[src/rtl/smr_pkg.sv]
package smr_pkg;

  // Unsigned gain for a level code; code 'top' is unity (2**(gw-1)), each step below is -0.5 dB.
  function automatic int unsigned gain_code(int unsigned code, int unsigned top, int unsigned gw);
    real steps;
    real lin;
    if (code == 0) return 0;
    steps = real'(top - code);
    lin   = (2.0 ** (gw - 1)) * (10.0 ** (-steps / 40.0));
    return $rtoi(lin + 0.5);
  endfunction

endpackage

[src/rtl/smr_gain_rom.sv]
module smr_gain_rom #(
  parameter int unsigned LW = 8,
  parameter int unsigned GW = 16
) (
  input  logic          clk,
  input  logic          rst,
  input  logic          rd_en,
  input  logic [LW-1:0] rd_addr,
  output logic [GW-1:0] gain
);
  localparam int unsigned LEVELS = 1 << LW;
  localparam int unsigned TOP    = LEVELS - 1;
  localparam logic [GW-1:0] UNITY = GW'(1) << (GW - 1);

  logic [GW-1:0] table_q [LEVELS];

  for (genvar i = 0; i < LEVELS; i++) begin : g_tab
    assign table_q[i] = GW'(smr_pkg::gain_code(i, TOP, GW));
  end

  always_ff @(posedge clk) begin
    if (rst)        gain <= '0;
    else if (rd_en) gain <= table_q[rd_addr];
  end

  logic armed;
  always_ff @(posedge clk) armed <= !rst;

  // top code reads back as exact unity, code 0 as zero gain
  a_r1_unity_top: assert property (@(posedge clk) disable iff (rst || !armed)
    ($past(rd_en) && $past(rd_addr) == LW'(TOP)) |-> (gain == UNITY));
  a_r1_zero_code: assert property (@(posedge clk) disable iff (rst || !armed)
    ($past(rd_en) && $past(rd_addr) == '0) |-> (gain == '0));
endmodule

[src/rtl/smr_level_ramp.sv]
module smr_level_ramp #(
  parameter int unsigned LW       = 8,
  parameter int unsigned STEP_SMP = 16
) (
  input  logic          clk,
  input  logic          rst,
  input  logic          stb,
  input  logic          mute_req,
  input  logic [LW-1:0] level_cfg,
  output logic [LW-1:0] level_q
);
  localparam int unsigned CW = (STEP_SMP > 1) ? $clog2(STEP_SMP) : 1;
  localparam logic [CW-1:0] LAST = CW'(STEP_SMP - 1);

  logic [LW-1:0] target;
  logic [CW-1:0] phase_q;

  assign target = mute_req ? '0 : level_cfg;

  always_ff @(posedge clk) begin
    if (rst) begin
      level_q <= level_cfg;
      phase_q <= '0;
    end else if (stb) begin
      if (level_q == target) begin
        phase_q <= '0;
      end else if (phase_q == LAST) begin
        phase_q <= '0;
        level_q <= (target > level_q) ? level_q + LW'(1) : level_q - LW'(1);
      end else begin
        phase_q <= phase_q + CW'(1);
      end
    end
  end

  logic armed;
  always_ff @(posedge clk) armed <= !rst;

  // the working code moves by at most one per clock
  a_r4_single_step: assert property (@(posedge clk) disable iff (rst || !armed)
    ((LW+1)'(level_q) == (LW+1)'($past(level_q))) ||
    ((LW+1)'(level_q) == (LW+1)'($past(level_q)) + (LW+1)'(1)) ||
    ((LW+1)'(level_q) + (LW+1)'(1) == (LW+1)'($past(level_q))));
  // no strobe, no movement
  a_r5_strobe_only: assert property (@(posedge clk) disable iff (rst || !armed)
    !$past(stb) |-> (level_q == $past(level_q)));
  // any movement heads toward the target seen at that strobe
  a_r3_rise_dir: assert property (@(posedge clk) disable iff (rst || !armed)
    (level_q > $past(level_q)) |-> ($past(target) > $past(level_q)));
  a_r3_fall_dir: assert property (@(posedge clk) disable iff (rst || !armed)
    (level_q < $past(level_q)) |-> ($past(target) < $past(level_q)));
endmodule

[src/rtl/smr_gain_apply.sv]
module smr_gain_apply #(
  parameter int unsigned DW = 16,
  parameter int unsigned GW = 16
) (
  input  logic                 clk,
  input  logic                 rst,
  input  logic                 load,
  input  logic                 fire,
  input  logic signed [DW-1:0] smp,
  input  logic        [GW-1:0] gain,
  output logic signed [DW-1:0] y
);
  localparam int unsigned PW = DW + GW + 1;
  localparam logic signed [PW-1:0] RND  = PW'(1) <<< (GW - 2);
  localparam logic signed [PW-1:0] MAXV = (PW'(1) <<< (DW - 1)) - PW'(1);
  localparam logic signed [PW-1:0] MINV = -(PW'(1) <<< (DW - 1));

  logic signed [DW-1:0] smp_q;
  logic signed [PW-1:0] prod, rnd, sat;

  always_ff @(posedge clk) begin
    if (rst)       smp_q <= '0;
    else if (load) smp_q <= smp;
  end

  always_comb begin
    prod = PW'(smp_q) * PW'($signed({1'b0, gain}));
    rnd  = (prod + RND) >>> (GW - 1);
    if (rnd > MAXV)      sat = MAXV;
    else if (rnd < MINV) sat = MINV;
    else                 sat = rnd;
  end

  always_ff @(posedge clk) begin
    if (rst)       y <= '0;
    else if (fire) y <= DW'(sat);
  end

  logic armed;
  always_ff @(posedge clk) armed <= !rst;

  // output magnitude never exceeds the input magnitude (gain <= unity)
  a_r2_no_gain: assert property (@(posedge clk) disable iff (rst || !armed)
    $past(fire) |-> (((y < 0) ? -(DW+1)'(y) : (DW+1)'(y)) <=
                     (($past(smp_q) < 0) ? -(DW+1)'($past(smp_q)) : (DW+1)'($past(smp_q)))));
  // zero gain yields exact zero
  a_r1_zero_out: assert property (@(posedge clk) disable iff (rst || !armed)
    ($past(fire) && $past(gain) == '0) |-> (y == '0));
  // output holds without a fire
  a_r10_hold: assert property (@(posedge clk) disable iff (rst || !armed)
    !$past(fire) |-> $stable(y));
endmodule

[src/rtl/softmute_vol.sv]
module softmute_vol #(
  parameter int unsigned DW       = 16,
  parameter int unsigned LW       = 8,
  parameter int unsigned GW       = 16,
  parameter int unsigned STEP_SMP = 16
) (
  input  logic                 clk,
  input  logic                 rst,
  input  logic                 smp_stb,
  input  logic signed [DW-1:0] left_in,
  input  logic signed [DW-1:0] right_in,
  input  logic        [LW-1:0] level_cfg,
  input  logic                 mute_pin,
  input  logic                 mute_reg,
  output logic signed [DW-1:0] left_out,
  output logic signed [DW-1:0] right_out,
  output logic                 out_valid,
  output logic                 at_silence
);
  localparam int unsigned NCH = 2;

  logic          mute_req;
  logic [LW-1:0] level_q;
  logic [GW-1:0] gain_q;
  logic          v1_q;
  logic signed [DW-1:0] ch_in  [NCH];
  logic signed [DW-1:0] ch_out [NCH];

  assign mute_req  = mute_pin | mute_reg;
  assign ch_in[0]  = left_in;
  assign ch_in[1]  = right_in;
  assign left_out  = ch_out[0];
  assign right_out = ch_out[1];
  assign at_silence = (level_q == '0);

  smr_level_ramp #(.LW(LW), .STEP_SMP(STEP_SMP)) u_ramp (
    .clk(clk), .rst(rst), .stb(smp_stb), .mute_req(mute_req),
    .level_cfg(level_cfg), .level_q(level_q)
  );

  smr_gain_rom #(.LW(LW), .GW(GW)) u_rom (
    .clk(clk), .rst(rst), .rd_en(smp_stb), .rd_addr(level_q), .gain(gain_q)
  );

  always_ff @(posedge clk) begin
    if (rst) begin
      v1_q      <= 1'b0;
      out_valid <= 1'b0;
    end else begin
      v1_q      <= smp_stb;
      out_valid <= v1_q;
    end
  end

  for (genvar c = 0; c < NCH; c++) begin : g_ch
    smr_gain_apply #(.DW(DW), .GW(GW)) u_apply (
      .clk(clk), .rst(rst), .load(smp_stb), .fire(v1_q),
      .smp(ch_in[c]), .gain(gain_q), .y(ch_out[c])
    );
  end

  logic armed;
  always_ff @(posedge clk) armed <= !rst;

  // a valid pulse always traces back to a strobe two edges earlier
  a_r10_valid_src: assert property (@(posedge clk) disable iff (rst || !armed)
    out_valid |-> $past(smp_stb, 2));
  // while muted the working code never rises
  a_r3_mute_no_rise: assert property (@(posedge clk) disable iff (rst || !armed)
    ($past(mute_req) && $past(smp_stb)) |-> (level_q <= $past(level_q)));
endmodule

[config.mk]
export PLATFORM = sky130hd
export DESIGN_NAME = softmute_vol
export DESIGN_NICKNAME = d
export VERILOG_FILES = /design/src/rtl/smr_pkg.sv /design/src/rtl/smr_gain_rom.sv /design/src/rtl/smr_level_ramp.sv /design/src/rtl/smr_gain_apply.sv /design/src/rtl/softmute_vol.sv
export SDC_FILE = /design/constraint.sdc
export NUM_CORES = 1
export LEC_CHECK = 0
export ABC_AREA = 1
export ABC_CLOCK_PERIOD_IN_PS = 7070
export BUFFER_PORTS_ARGS = -buffer_cell sky130_fd_sc_hd__buf_2
export CORE_UTILIZATION = 60
export CTS_CLUSTER_SIZE = 28
export DETAILED_ROUTE_END_ITERATION = 6
export GPL_ROUTABILITY_DRIVEN = 0
export GPL_TIMING_DRIVEN = 0
export PLACE_DENSITY = 0.77
export SLEW_MARGIN = 20
export SYNTH_ARGS = -nofsm -noshare
export SYNTH_HDL_FRONTEND = slang
export SYNTH_SLANG_ARGS = --single-unit
[constraint.sdc]
create_clock -name clk -period 7.07 [get_ports clk]
set_input_delay 0 -clock clk [delete_from_list [all_inputs] [get_ports clk]]
set_output_delay 0 -clock clk [all_outputs]
set_load 0.01 [all_outputs]
==> impl_metrics.env <==
export IMPL_ys_ff_latch=94
export IMPL_setup_worst_path_start_class="flop"
export IMPL_synth_ff_type="dfxtp_1"
export IMPL_synth_area_sq_um=24400
export IMPL_ant_nets=0
export IMPL_grt_pass1_wl_mm=119
export IMPL_async_flop_share_pct=0
export IMPL_firstDrtPassIters=7
export IMPL_yosysTopAreaCellShare_pct=31.9
export IMPL_fin_hold_ws_ns=0.0472
export IMPL_vdd_drop_max_mv=0.135
export IMPL_grtUsageTotal_pct=37.3
export IMPL_drt_wl_total_mm=74.1
export IMPL_drv_slew=0
export IMPL_cts_tree="done"
export IMPL_crit_type="flop to flop"
export IMPL_netlist_cell_type_count=51
export IMPL_hold_violations=0
export IMPL_cts_num_sinks=94
export IMPL_leakage_nw=15.3
export IMPL_critPathLaunch="g_ch[1].u_apply.smp_q[3]"
export IMPL_cp_end_kind="flop"
export IMPL_wl_per_cell_um=18.2
export IMPL_synth_warnings=0
export IMPL_synth_most_common_cell="nand2_1"
export IMPL_cp_required_ns=7.37
export IMPL_ys_top_cells_by_count="nand2_1 (886), inv_1 (838), fa_1 (389)"
export IMPL_synth_area_top_cells="fa_1 (32%), ha_1 (14%), nand2_1 (14%)"
export IMPL_min_period_ns=6.82
export IMPL_syn_avg_cell_area_sq_um=7.10
export IMPL_powerDensity_nw_per_um2=117
export IMPL_numCtsBuffers=9
export IMPL_h_tree_depth=3
export IMPL_grt_ovfl_total=0
export IMPL_core_area_sq_um=39900
export IMPL_synth_edff_count=8
export IMPL_status="complete, but fails checks"
export IMPL_die_w_um=204
export IMPL_ioPinCount=79
export IMPL_cts_clk_slew_worst_paths_ns=0.09
export IMPL_maxCapViolations=0
export IMPL_r2r_start="g_ch[1].u_apply.smp_q[3]"
export IMPL_area_delta_synth_final_pct=7.09
export IMPL_violations="design-rule violations"
export IMPL_finClkSkew_ns=0.0280
export IMPL_grt_pass1_vias=23600
export IMPL_drt_iter0_markers=2593
export IMPL_worstMarginPinSlew_ns=0.896
export IMPL_drive_gt1_share_pct=5.90
export IMPL_yosysTopAreaCell="fa_1"
export IMPL_die_y_um=204
export IMPL_arrival_ns=7.12
export IMPL_postCtsSetupRepairBufs=0
export IMPL_min_path_type="input pin to flop"
export IMPL_ys_seq_area_share_pct=8.04
export IMPL_synth_net_count=4140
export IMPL_nNetsFinal=4244
export IMPL_root_buffer="clkbuf_16"
export IMPL_critPathMaxFanout=10
export IMPL_avgViaCountPerCell=5.67
export IMPL_antenna_found_initial=0
export IMPL_hp_start="level_cfg[5]"
export IMPL_post_place_ws_ns=-0.356
export IMPL_slew_headroom_pct=40.3
export IMPL_antennaDiodeCount=0
export IMPL_rows=73
export IMPL_clkLatencyLatePin_ns=0.43
export IMPL_fp_dieArea_sq_um=41500
export IMPL_fin_util_pct=65.4
export IMPL_vias=23100
export IMPL_clockBufferDepth=2
export IMPL_layout_worst_path_cycle_share_pct=96.5
export IMPL_setup_ws_ns=0.245
export IMPL_final_setup_viol_count=0
export IMPL_power_w=0.00305
export IMPL_drc=263
export IMPL_syn_instance_count=3436
export IMPL_fmax_mhz=147
export IMPL_hpwl_mm=59.9
export IMPL_initial_utilization_pct=61.1
export IMPL_rsz0062_at_grt="false"
export IMPL_io_buffers=77
export IMPL_grt_max_degree=19
[cell type report]
type | count | area, sq um
multi-input combinational | 2331 | 18600
fill | 3492 | 13800
inverter | 843 | 3160
sequential | 94 | 1980
timing repair buffer | 117 | 786
tap | 525 | 657
buffer | 144 | 643
clock buffer | 9 | 225
clock inverter | 7 | 66.3
[logic make-up after synthesis]
| logic type | share of synthesized area, % |
|---|---|
| simple gates | 20.8 |
| buf+inv | 15.7 |
| fa+ha+maj | 45.8 |
| compound gates | 8.62 |
| flops | 8.04 |
| xor+xnor | 1.08 |
[sequential cells by signal, indices dropped and copies added, names as in the netlist]
register and cells:
v1_q 1, out_valid 1, g_ch.u_apply.y 32, u_ramp.phase_q 4
u_rom.gain 16, g_ch.u_apply.smp_q 32, u_ramp.level_q 8
[worst paths after layout]
check	to	slack, ns	cells after the start
setup / recovery	g_ch[1].u_apply.y[12]	0.25	24
hold / removal	u_ramp.level_q[5]	0.05	3
setup reg to reg	g_ch[1].u_apply.y[12]	0.25	24
hold reg to reg	g_ch[1].u_apply.y[15]	0.49	2
[what timing repair did]
| action | 4_1_cts | 5_1_grt |
|---|---|---|
| endpoints found under the setup margin | 30 | 32 |
| hold buffers | 40 | 0 |
| resized for setup | 6 | 104 |
| endpoints found under the hold margin | 41 | 0 |
[through the flow]
stage	cells	setup TNS [ns]	area, sq um
after floorplan	3436	0	24400
after global placement	4038	-3.26	25400
after detailed placement	4038	-5.53	25400
after CTS	4093	0	26100
after global routing	4070	0	26100
final	4070	0	26100
[report_power, final]
part | switching (W) | internal, W | leakage [nW] | total (W)
Clock | 0.000291 | 0.000247 | 0.141 | 0.000538
Combinational | 0.00123 | 0.000629 | 14.4 | 0.00186
Sequential | 0.0000729 | 0.000582 | 0.793 | 0.000655
Total | 0.00160 | 0.00146 | 15.3 | 0.00305
[critical path: stages (launching register included)]
cell      delay (ns)
dfxtp_1         0.63
clkbuf_2        0.33
nand2_1         0.13
fa_1            0.52
fa_1            0.47
fa_1            0.58
inv_1           0.07
fa_1            0.48
fa_1            0.49
inv_1           0.05
fa_1            0.47
inv_1           0.04
ha_1            0.36
nand2_2         0.10
nor2_1          0.26
inv_1           0.20
nor3_1          0.18
o21ai_1         0.19
nand2_1         0.24
nand3b_2        0.16
nand3_1         0.12
nand2_2         0.10
a21oi_4         0.24
buf_6           0.21
a21oi_2         0.06
[placed cells by master (no fill, tap or decap), types with 5 or more instances in the layout]
cell	n
a21oi_1	136
a31oi_1	5
clkbuf_16	9
xnor2_1	11
edfxtp_1	8
o311ai_0	5
clkbuf_2	43
nor2_1	241
or2_2	5
nand2_1	886
dfxtp_1	75
nand3_1	84
o21bai_1	8
nand2_2	10
fa_1	389
inv_1	838
o221ai_1	5
ha_1	270
nand4_1	10
dfxtp_2	11
dlygate4sd3_1	40
xor2_1	19
a21oi_2	20
buf_2	83
o31ai_1	6
o21ai_0	132
o211ai_1	12
nor3_1	28
clkbuf_1	84
o22ai_1	12
[per-layer routing]
metal / part of all wire (%) / vias to the layer above / global-route usage [%] / wire, um
met5: 0 / - / 0 / 0
met1: 37 / 10800 / 46.5 / 27700
li1: - / 10400 / - / -
met2: 44 / 1462 / 58.4 / 32700
met3: 12 / 378 / 10.5 / 9100
met4: 6.2 / 0 / 20.4 / 4570
Power figures use the tool's default switching activity.
